## src/rtl/smb_seq_pkg.sv

```systemverilog
// Shared encodings for the SMBus host transaction sequencer.
package smb_seq_pkg;

    // Transaction kinds requested by the caller.
    typedef enum logic [3:0] {
        K_QUICK   = 4'd0,
        K_SEND    = 4'd1,
        K_RECV    = 4'd2,
        K_WR_BYTE = 4'd3,
        K_RD_BYTE = 4'd4,
        K_WR_WORD = 4'd5,
        K_RD_WORD = 4'd6,
        K_PCALL   = 4'd7,
        K_BLK_WR  = 4'd8,
        K_BLK_RD  = 4'd9
    } kind_e;

    localparam logic [3:0] KIND_LAST = 4'd9;

    // Primitive codes handed to the bit-level engine.
    typedef enum logic [2:0] {
        OP_START  = 3'd0,
        OP_RSTART = 3'd1,
        OP_WRITE  = 3'd2,
        OP_READ   = 3'd3,
        OP_ACK    = 3'd4,
        OP_STOP   = 3'd5
    } prim_op_e;

    // Sequencer steps; each non-idle step issues one primitive (two for reads).
    typedef enum logic [3:0] {
        ST_IDLE,
        ST_START,
        ST_ADDR_Q,
        ST_ADDR_W,
        ST_CMD,
        ST_CNT_W,
        ST_DATA_W,
        ST_RSTART,
        ST_ADDR_R,
        ST_CNT_R,
        ST_DATA_R,
        ST_STOP
    } step_e;

endpackage

```

## src/rtl/smb_seq_ctrl.sv

```systemverilog
// Step controller: walks the primitive order of one transaction.
// Assumes the bit engine pulses prim_done once per request and that
// MAX_BLK fits in CW bits with CW <= 8.
module smb_seq_ctrl
    import smb_seq_pkg::*;
#(
    parameter int MAX_BLK = 32,
    parameter int CW      = 6
) (
    input  logic          clk,
    input  logic          rst_n,
    input  logic          go,
    input  logic [3:0]    kind_in,
    input  logic [6:0]    addr_in,
    input  logic [7:0]    cmd_in,
    input  logic          quick_in,
    input  logic [CW-1:0] cnt_in,
    input  logic          prim_done,
    input  logic [7:0]    prim_rdata,
    input  logic          prim_dev_nack,
    output step_e         st_o,
    output logic [6:0]    addr_o,
    output logic [7:0]    cmd_o,
    output logic          quick_o,
    output logic [CW-1:0] wcnt_o,
    output logic [CW-1:0] idx_o,
    output logic          req_o,
    output prim_op_e      op_o,
    output logic          nack_o,
    output logic          byte_we_o,
    output logic          clr_o,
    output logic          busy_o,
    output logic          done_o,
    output logic          err_o
);

    localparam logic [CW-1:0] ONE  = CW'(1);
    localparam logic [CW-1:0] TWO  = CW'(2);
    localparam logic [CW-1:0] MAXC = CW'(MAX_BLK);
    localparam logic [7:0]    MAX8 = 8'(MAX_BLK);

    step_e         st, nst;
    kind_e         kind_q;
    logic [6:0]    addr_q;
    logic [7:0]    cmd_q;
    logic          quick_q;
    logic [CW-1:0] wcnt_q, n_q, idx_q, n_nxt, idx_nxt;
    logic          ack_ph, ack_nxt, cnt_bad, bad_nxt, set_err;
    logic          req_q, done_q, err_q;
    logic          fin, last, refuse;

    assign fin    = req_q & prim_done;
    assign last   = (idx_q + ONE) == n_q;
    assign refuse = (kind_in > KIND_LAST) ||
                    (kind_in == K_BLK_WR && (cnt_in == '0 || cnt_in > MAXC));

    // Next step, length and index once the current primitive completes.
    always_comb begin
        nst     = st;
        n_nxt   = n_q;
        idx_nxt = idx_q;
        ack_nxt = ack_ph;
        bad_nxt = cnt_bad;
        set_err = 1'b0;
        case (st)
            ST_START: begin
                if (kind_q == K_QUICK)     nst = ST_ADDR_Q;
                else if (kind_q == K_RECV) nst = ST_ADDR_R;
                else                       nst = ST_ADDR_W;
            end
            ST_ADDR_Q: begin
                nst     = ST_STOP;
                set_err = prim_dev_nack;
            end
            ST_ADDR_W: begin
                if (prim_dev_nack) begin
                    nst = ST_STOP; set_err = 1'b1;
                end else if (kind_q == K_SEND) begin
                    nst = ST_DATA_W; n_nxt = ONE; idx_nxt = '0;
                end else begin
                    nst = ST_CMD;
                end
            end
            ST_CMD: begin
                idx_nxt = '0;
                if (prim_dev_nack) begin
                    nst = ST_STOP; set_err = 1'b1;
                end else begin
                    case (kind_q)
                        K_WR_BYTE:         begin nst = ST_DATA_W; n_nxt = ONE; end
                        K_WR_WORD, K_PCALL: begin nst = ST_DATA_W; n_nxt = TWO; end
                        K_BLK_WR:          nst = ST_CNT_W;
                        default:           nst = ST_RSTART;
                    endcase
                end
            end
            ST_CNT_W: begin
                if (prim_dev_nack) begin
                    nst = ST_STOP; set_err = 1'b1;
                end else begin
                    nst = ST_DATA_W; n_nxt = wcnt_q; idx_nxt = '0;
                end
            end
            ST_DATA_W: begin
                if (prim_dev_nack) begin
                    nst = ST_STOP; set_err = 1'b1;
                end else if (last) begin
                    nst = (kind_q == K_PCALL) ? ST_RSTART : ST_STOP;
                end else begin
                    idx_nxt = idx_q + ONE;
                end
            end
            ST_RSTART: nst = ST_ADDR_R;
            ST_ADDR_R: begin
                idx_nxt = '0;
                ack_nxt = 1'b0;
                if (prim_dev_nack) begin
                    nst = ST_STOP; set_err = 1'b1;
                end else if (kind_q == K_BLK_RD) begin
                    nst = ST_CNT_R;
                end else if (kind_q == K_RD_WORD || kind_q == K_PCALL) begin
                    nst = ST_DATA_R; n_nxt = TWO;
                end else begin
                    nst = ST_DATA_R; n_nxt = ONE;
                end
            end
            ST_CNT_R: begin
                if (!ack_ph) begin
                    ack_nxt = 1'b1;
                    bad_nxt = (prim_rdata == 8'd0) || (prim_rdata > MAX8);
                    n_nxt   = prim_rdata[CW-1:0];
                end else begin
                    ack_nxt = 1'b0;
                    idx_nxt = '0;
                    if (cnt_bad) begin
                        nst = ST_STOP; set_err = 1'b1;
                    end else begin
                        nst = ST_DATA_R;
                    end
                end
            end
            ST_DATA_R: begin
                if (!ack_ph) begin
                    ack_nxt = 1'b1;
                end else begin
                    ack_nxt = 1'b0;
                    if (last) nst = ST_STOP;
                    else      idx_nxt = idx_q + ONE;
                end
            end
            ST_STOP: nst = ST_IDLE;
            default: nst = ST_IDLE;
        endcase
    end

    // Request handshake, step register and result flags.
    always_ff @(posedge clk) begin
        if (!rst_n) begin
            st      <= ST_IDLE;
            kind_q  <= K_QUICK;
            addr_q  <= '0;
            cmd_q   <= '0;
            quick_q <= 1'b0;
            wcnt_q  <= '0;
            n_q     <= '0;
            idx_q   <= '0;
            ack_ph  <= 1'b0;
            cnt_bad <= 1'b0;
            req_q   <= 1'b0;
            done_q  <= 1'b0;
            err_q   <= 1'b0;
        end else begin
            done_q <= 1'b0;
            if (st == ST_IDLE) begin
                req_q <= 1'b0;
                if (go) begin
                    err_q <= refuse;
                    if (refuse) begin
                        done_q <= 1'b1;
                    end else begin
                        st      <= ST_START;
                        kind_q  <= kind_e'(kind_in);
                        addr_q  <= addr_in;
                        cmd_q   <= cmd_in;
                        quick_q <= quick_in;
                        wcnt_q  <= cnt_in;
                        ack_ph  <= 1'b0;
                        cnt_bad <= 1'b0;
                    end
                end
            end else if (!req_q) begin
                req_q <= 1'b1;
            end else if (fin) begin
                req_q   <= 1'b0;
                st      <= nst;
                n_q     <= n_nxt;
                idx_q   <= idx_nxt;
                ack_ph  <= ack_nxt;
                cnt_bad <= bad_nxt;
                err_q   <= err_q | set_err;
                if (st == ST_STOP) done_q <= 1'b1;
            end
        end
    end

    // Primitive code and host acknowledge value for the current step.
    always_comb begin
        case (st)
            ST_START:  op_o = OP_START;
            ST_RSTART: op_o = OP_RSTART;
            ST_STOP:   op_o = OP_STOP;
            ST_CNT_R, ST_DATA_R: op_o = ack_ph ? OP_ACK : OP_READ;
            default:   op_o = OP_WRITE;
        endcase
        nack_o = (st == ST_CNT_R) ? cnt_bad : last;
    end

    assign st_o      = st;
    assign addr_o    = addr_q;
    assign cmd_o     = cmd_q;
    assign quick_o   = quick_q;
    assign wcnt_o    = wcnt_q;
    assign idx_o     = idx_q;
    assign req_o     = req_q;
    assign byte_we_o = fin && (st == ST_DATA_R) && !ack_ph;
    assign clr_o     = go && (st == ST_IDLE);
    assign busy_o    = (st != ST_IDLE);
    assign done_o    = done_q;
    assign err_o     = err_q;

    // a pending request keeps its op until the engine answers.
    a_r11_req_holds: assert property (@(posedge clk) disable iff (!rst_n)
        (req_q && !prim_done) |=> (req_q && $stable(op_o)));

    // no request while idle.
    a_r11_idle_no_req: assert property (@(posedge clk) disable iff (!rst_n)
        (st == ST_IDLE) |-> !req_q);

    // completion of stop is followed by done and idle.
    a_r11_done_after_stop: assert property (@(posedge clk) disable iff (!rst_n)
        (fin && op_o == OP_STOP) |=> (done_q && !busy_o));

    // a refused written byte leads straight to stop with error.
    a_r10_nack_stop: assert property (@(posedge clk) disable iff (!rst_n)
        (fin && op_o == OP_WRITE && prim_dev_nack) |=> (st == ST_STOP && err_q));

    // data index stays inside the current length.
    a_r8_idx_bound: assert property (@(posedge clk) disable iff (!rst_n)
        (st == ST_DATA_R || st == ST_DATA_W) |-> (idx_q < n_q));

endmodule

```

## src/rtl/smb_tx_pick.sv

```systemverilog
// Byte selector: forms the byte sent by the current write step.
// Assumes wr_buf is held steady by the caller while a transaction runs.
module smb_tx_pick
    import smb_seq_pkg::*;
#(
    parameter int MAX_BLK = 32,
    parameter int CW      = 6
) (
    input  step_e                  st,
    input  logic [6:0]             addr,
    input  logic [7:0]             cmd,
    input  logic                   quick,
    input  logic [CW-1:0]          wcnt,
    input  logic [CW-1:0]          idx,
    input  logic [MAX_BLK*8-1:0]   wr_buf,
    output logic [7:0]             tx_byte
);

    // Address byte, command, count or buffer byte depending on step.
    always_comb begin
        case (st)
            ST_ADDR_Q: tx_byte = {addr, quick};
            ST_ADDR_W: tx_byte = {addr, 1'b0};
            ST_ADDR_R: tx_byte = {addr, 1'b1};
            ST_CMD:    tx_byte = cmd;
            ST_CNT_W:  tx_byte = 8'(wcnt);
            ST_DATA_W: tx_byte = wr_buf[{idx, 3'b000} +: 8];
            default:   tx_byte = 8'h00;
        endcase
    end

endmodule

```

## src/rtl/smb_rx_store.sv

```systemverilog
// Receive store: captures read data bytes and counts them.
// Assumes idx stays below MAX_BLK whenever byte_we is high.
module smb_rx_store #(
    parameter int MAX_BLK = 32,
    parameter int CW      = 6
) (
    input  logic                 clk,
    input  logic                 rst_n,
    input  logic                 clr,
    input  logic                 byte_we,
    input  logic [CW-1:0]        idx,
    input  logic [7:0]           rdata,
    output logic [MAX_BLK*8-1:0] rd_buf,
    output logic [CW-1:0]        rd_count
);

    localparam logic [CW-1:0] ONE = CW'(1);

    for (genvar i = 0; i < MAX_BLK; i++) begin : g_byte
        // Write one buffer byte when its slot is addressed.
        always_ff @(posedge clk) begin
            if (!rst_n)
                rd_buf[i*8 +: 8] <= 8'h00;
            else if (byte_we && idx == CW'(i))
                rd_buf[i*8 +: 8] <= rdata;
        end
    end

    // Count of bytes stored in this transaction.
    always_ff @(posedge clk) begin
        if (!rst_n)       rd_count <= '0;
        else if (clr)     rd_count <= '0;
        else if (byte_we) rd_count <= idx + ONE;
    end

    // stores only land inside the buffer.
    a_r8_we_in_range: assert property (@(posedge clk) disable iff (!rst_n)
        byte_we |-> (idx < CW'(MAX_BLK)));

endmodule

```

## src/rtl/smb_txn_seq.sv

```systemverilog
// SMBus host transaction sequencer top: controller, byte selector and
// receive store. Assumes one bit-level engine answers each prim_req
// with a single prim_done pulse.
module smb_txn_seq
    import smb_seq_pkg::*;
#(
    parameter int MAX_BLK = 32,
    localparam int CW     = $clog2(MAX_BLK + 1)
) (
    input  logic                 clk,
    input  logic                 rst_n,
    input  logic                 go,
    input  logic [3:0]           txn_kind,
    input  logic [6:0]           dev_addr,
    input  logic [7:0]           cmd_byte,
    input  logic                 quick_bit,
    input  logic [CW-1:0]        wr_count,
    input  logic [MAX_BLK*8-1:0] wr_buf,
    output logic                 busy,
    output logic                 done,
    output logic                 err,
    output logic [MAX_BLK*8-1:0] rd_buf,
    output logic [CW-1:0]        rd_count,
    output logic                 prim_req,
    output logic [2:0]           prim_op,
    output logic [7:0]           prim_wdata,
    output logic                 prim_nack,
    input  logic                 prim_done,
    input  logic [7:0]           prim_rdata,
    input  logic                 prim_dev_nack
);

    step_e         st;
    prim_op_e      op;
    logic [6:0]    addr_q;
    logic [7:0]    cmd_q;
    logic          quick_q;
    logic [CW-1:0] wcnt_q, idx;
    logic          byte_we, clr;

    smb_seq_ctrl #(.MAX_BLK(MAX_BLK), .CW(CW)) u_ctrl (
        .clk(clk), .rst_n(rst_n), .go(go),
        .kind_in(txn_kind), .addr_in(dev_addr), .cmd_in(cmd_byte),
        .quick_in(quick_bit), .cnt_in(wr_count),
        .prim_done(prim_done), .prim_rdata(prim_rdata),
        .prim_dev_nack(prim_dev_nack),
        .st_o(st), .addr_o(addr_q), .cmd_o(cmd_q), .quick_o(quick_q),
        .wcnt_o(wcnt_q), .idx_o(idx), .req_o(prim_req), .op_o(op),
        .nack_o(prim_nack), .byte_we_o(byte_we), .clr_o(clr),
        .busy_o(busy), .done_o(done), .err_o(err)
    );

    smb_tx_pick #(.MAX_BLK(MAX_BLK), .CW(CW)) u_pick (
        .st(st), .addr(addr_q), .cmd(cmd_q), .quick(quick_q),
        .wcnt(wcnt_q), .idx(idx), .wr_buf(wr_buf), .tx_byte(prim_wdata)
    );

    smb_rx_store #(.MAX_BLK(MAX_BLK), .CW(CW)) u_store (
        .clk(clk), .rst_n(rst_n), .clr(clr), .byte_we(byte_we),
        .idx(idx), .rdata(prim_rdata), .rd_buf(rd_buf), .rd_count(rd_count)
    );

    assign prim_op = op;

endmodule

```

## config.mk

```make
export PLATFORM = sky130hd
export DESIGN_NAME = smb_txn_seq
export DESIGN_NICKNAME = d
export VERILOG_FILES = /design/src/rtl/smb_seq_pkg.sv /design/src/rtl/smb_seq_ctrl.sv /design/src/rtl/smb_tx_pick.sv /design/src/rtl/smb_rx_store.sv /design/src/rtl/smb_txn_seq.sv
export SDC_FILE = /design/constraint.sdc
export NUM_CORES = 1
export LEC_CHECK = 0
export ABC_AREA = 1
export CAP_MARGIN = 20
export CORE_AREA = 2 2 225 227
export DETAILED_ROUTE_END_ITERATION = 12
export DIE_AREA = 0 0 227 229
export PLACE_DENSITY = 0.68
export SLEW_MARGIN = 20
export SYNTH_ARGS = -nofsm -noshare
export SYNTH_HDL_FRONTEND = slang
export SYNTH_HIERARCHICAL = 1
export SYNTH_SLANG_ARGS = --single-unit
```

## constraint.sdc

```tcl
create_clock -name clk -period 2.8 [get_ports clk]
set_clock_uncertainty 0.05 [all_clocks]
set_input_delay 0.28 -clock clk [delete_from_list [all_inputs] [get_ports clk]]
set_output_delay 0.28 -clock clk [all_outputs]
set_load 0.005 [all_outputs]
```

==> metrics.md <==
| Metric | Value |
|---|---|
| WP data arrival | `2.41 ns` |
| Die area | `52,000 µm²` |
| Filler cells | `4,985` |
| EDFF count, synth | `0` |
| Hold crit path type | `in -> reg` |
| Kind of critical path | `reg -> out` |
| Fmax | `365 MHz` |
| Rows | `82` |
| GR Util met2 | `46.9%` |
| Placed insts | `3,506` |
| Worst Setup Start Kind | `register` |
| Gr ovfl total | `0` |
| I/O Pins | `573` |
| VDD IR-drop max | `0.395 mV` |
| Final Non-Filler Cells | `3,592` |
| Clock latency on the worst-skew pair | `0.53 ns` |
| Asr flop ratio synth | `0%` |
| Critical Path Sink Type | `primary output` |
| Global-route usage over all layers | `27.2%` |
| Relative slew slack | `35.0%` |
| Crit Path Max Fanout | `19` |
| Core Region | `49,700 µm²` |
| Max Cap Violations | `0` |
| Area growth syn-to-layout | `52.4%` |
| Final setup viols | `0` |
| Max Slew Vio Count | `0` |
| Clock Tree Buf Depth | `3` |
| Vias in the first global route | `17,958` |
| DRT Pass-1 Iters | `6` |
| Share of the synthesized area in the top cell type | `40.0%` |
| Met3 Use GR | `6.88%` |
| Endpoints failing hold | `0` |
| Area contributors post-synth | `dfxtp_1 (40%), nand2_1 (13%), nor2_1 (10%)` |
| Register area share after synthesis | `40.0%` |
| First-pass GRT wire length | `109,000 µm` |
| FF+latch count, synth | `309` |
| DR vias | `18,339` |
| IO Port Bufs | `572` |
| Leak Pwr | `9.30 nW` |
| Worst slew pin tran | `0.976 ns` |
| Clock-pin slew on the worst setup and hold paths | `0.06 ns` |
| RSZ-0062 raised after global routing | `no` |
| Outcome | `completed` |
| Drt total wl | `73,300 µm` |
| Leading area contributor after synthesis | `dfxtp_1` |
| CTS buffer count | `35` |
| Die height | `229 µm` |
| Top-count cell post-synth | `nand2_1` |
| Post-route DRC | `0` |
| Nets in the synthesized netlist | `2,668` |
| Synth Instances | `2,368` |
| Post-route ant nets | `0` |
| CTS H-tree depth | `2` |
| Period utilization | `97.8%` |
| Die width | `227 µm` |
| Largest net degree at the start of global routing | `153` |
| CTS tree | `built` |
| Initial core utilization | `31.1%` |
| Yosys warns | `6` |
| Reg-to-Reg Start | `u_ctrl/st_o[1]` |
| CP Launch Point | `u_ctrl/idx_o[0]` |
| Busiest grt layer | `met2` |
| Clock tree sinks | `309` |
| Commonest cells post-synth | `nand2_1 (532), nor2_1 (429), dfxtp_1 (309)` |
| Setup TNS | `0 ns` |
| Drt first-iter violations | `1,376` |
| Nets@finish | `3,185` |
| Synth Cell Area | `15,400 µm²` |
| HPWL after detailed placement | `51,700 µm` |
| Synth Area per Inst | `6.52 µm²` |
| Initial antenna violation count | `9` |
| Pwr per Cell Area | `499 nW/µm²` |
| Min-delay src | `rst_n` |
| R2R setup slack | `0.34 ns` |
| Met1 Use GR | `31.9%` |
| Root buffer cell | `clkbuf_16` |
| Worst EP required | `2.47 ns` |
| Min Tclk post-route | `2.74 ns` |
| Vias per cell | `5.11` |
| # hold bufs at CTS | `0` |
| Wire per inst | `20.4 µm` |
| Unique masters post-synth | `40` |
| Util after Layout | `47.4%` |
| Top_reg_cell synth | `dfxtp_1` |
| Final Wtd Congestion | `0.921` |
| Share of cells above drive strength 1 | `7.90%` |
==> flip-flops by register name (all words and copies together) (netlist names), 4 cells and up <==
name	flops
u_ctrl/wcnt_o	6
u_ctrl/kind_q	4
u_store/rd_buf	256
u_store/rd_count	6
u_ctrl/cmd_o	8
u_ctrl/idx_o	6
u_ctrl/addr_o	7
u_ctrl/n_q	6
u_ctrl/st_o	4
==> cells by family (layout without fill, tap and decap cells) <==
group / Yosys count / after routing / share of synthesized area, %
xor gates and xnor gates: 1 / 1 / 0.0567
adders and majority gates: 5 / 5 / 0.405
other: 0 / 9 / 0
buffers and inverters: 274 / 817 / 7.83
AOI/OAI and AO/OA: 338 / 338 / 11.3
DFF: 309 / 309 / 40.0
and+or+nand+nor: 1441 / 1441 / 40.3
==> layout make-up <==
type / count / area (µm²) / share of cell area (%)
Timing Repair Buffer: 632 / 6530 / 27.7
Multi-Input combinational cell: 1785 / 8200 / 34.8
Tap cell: 672 / 841 / 3.57
Antenna cell: 9 / 22.5 / 0.0957
Clock buffer: 49 / 1030 / 4.37
Sequential cell: 309 / 6200 / 26.3
Inverter: 122 / 489 / 2.08
Clock inverter: 14 / 233 / 0.989
==> where the power goes <==
group	total, mW	internal, mW	switching [mW]
Combinational	2.06	0.865	1.20
Sequential	4.63	4.52	0.111
Clock	5.04	3.07	1.97
Total	11.7	8.45	3.28
==> layer usage <==
metal / up-vias / part of all wire [%]
met2: 775 / 48
met5: - / 0
met1: 8640 / 40
li1: 8794 / -
met4: 0 / 3.6
met3: 130 / 8.9
==> repair_timing <==
action	in CTS	in global routing
setup endpoints to repair	9	10
gates resized for setup	55	17
pin swaps	4	2
cloned	8	0
buffers inserted	6	1
==> placed cells by master, fill, tap and decap left out, types with 4 or more instances in the layout <==
cell,count
dlygate4sd2_1,4
nor2_4,11
buf_4,36
nand3_2,24
dfxtp_1,303
nor2_1,427
diode_2,9
buf_2,4
nand2_2,17
clkbuf_16,36
inv_2,16
nor2_2,14
nand3_1,232
o21ai_1,21
bufbuf_16,5
nand2_1,521
bufinv_16,5
nor3_1,166
o21ai_0,246
buf_12,11
nand4_1,19
a221oi_1,5
clkdlybuf4s50_1,558
inv_1,101
clkbuf_8,8
a21oi_1,51
buf_16,6
clkbuf_1,5
ha_1,4
==> worst paths after layout <==
kind / cells past startpoint / end
max: 12 / prim_wdata[0]
max reg2reg: 11 / u_store/rd_buf[72]
min reg2reg: 2 / u_ctrl/addr_o[6]
min: 3 / u_ctrl/st_o[3]
==> worst max-delay path, stage by stage (launching register included) <==
cell and delay, ns:
dfxtp_4 0.37, buf_12 0.15, clkinv_16 0.09, bufbuf_16 0.31, nand2_1 0.06, nand3_1 0.10, nand3_1 0.13, nand2_1 0.06
nand2_1 0.05, nand3_1 0.13, nand3_1 0.10, nand2_1 0.05, clkdlybuf4s15_2 0.25
==> metrics by stage <==
step,worst slack [ns],hold slack (ns),cell area (µm²),power [mW]
after floorplan,0.699,0.373,15400,5.79
after global placement,0.177,0.383,21700,6.76
after detailed placement,0.184,0.388,21700,6.76
after CTS,0.00127,0.0161,23500,11.8
after global routing,0.00322,0.0644,23500,12.2
final,0.0602,0.0416,23500,11.7
Power figures use the tool's default switching activity.
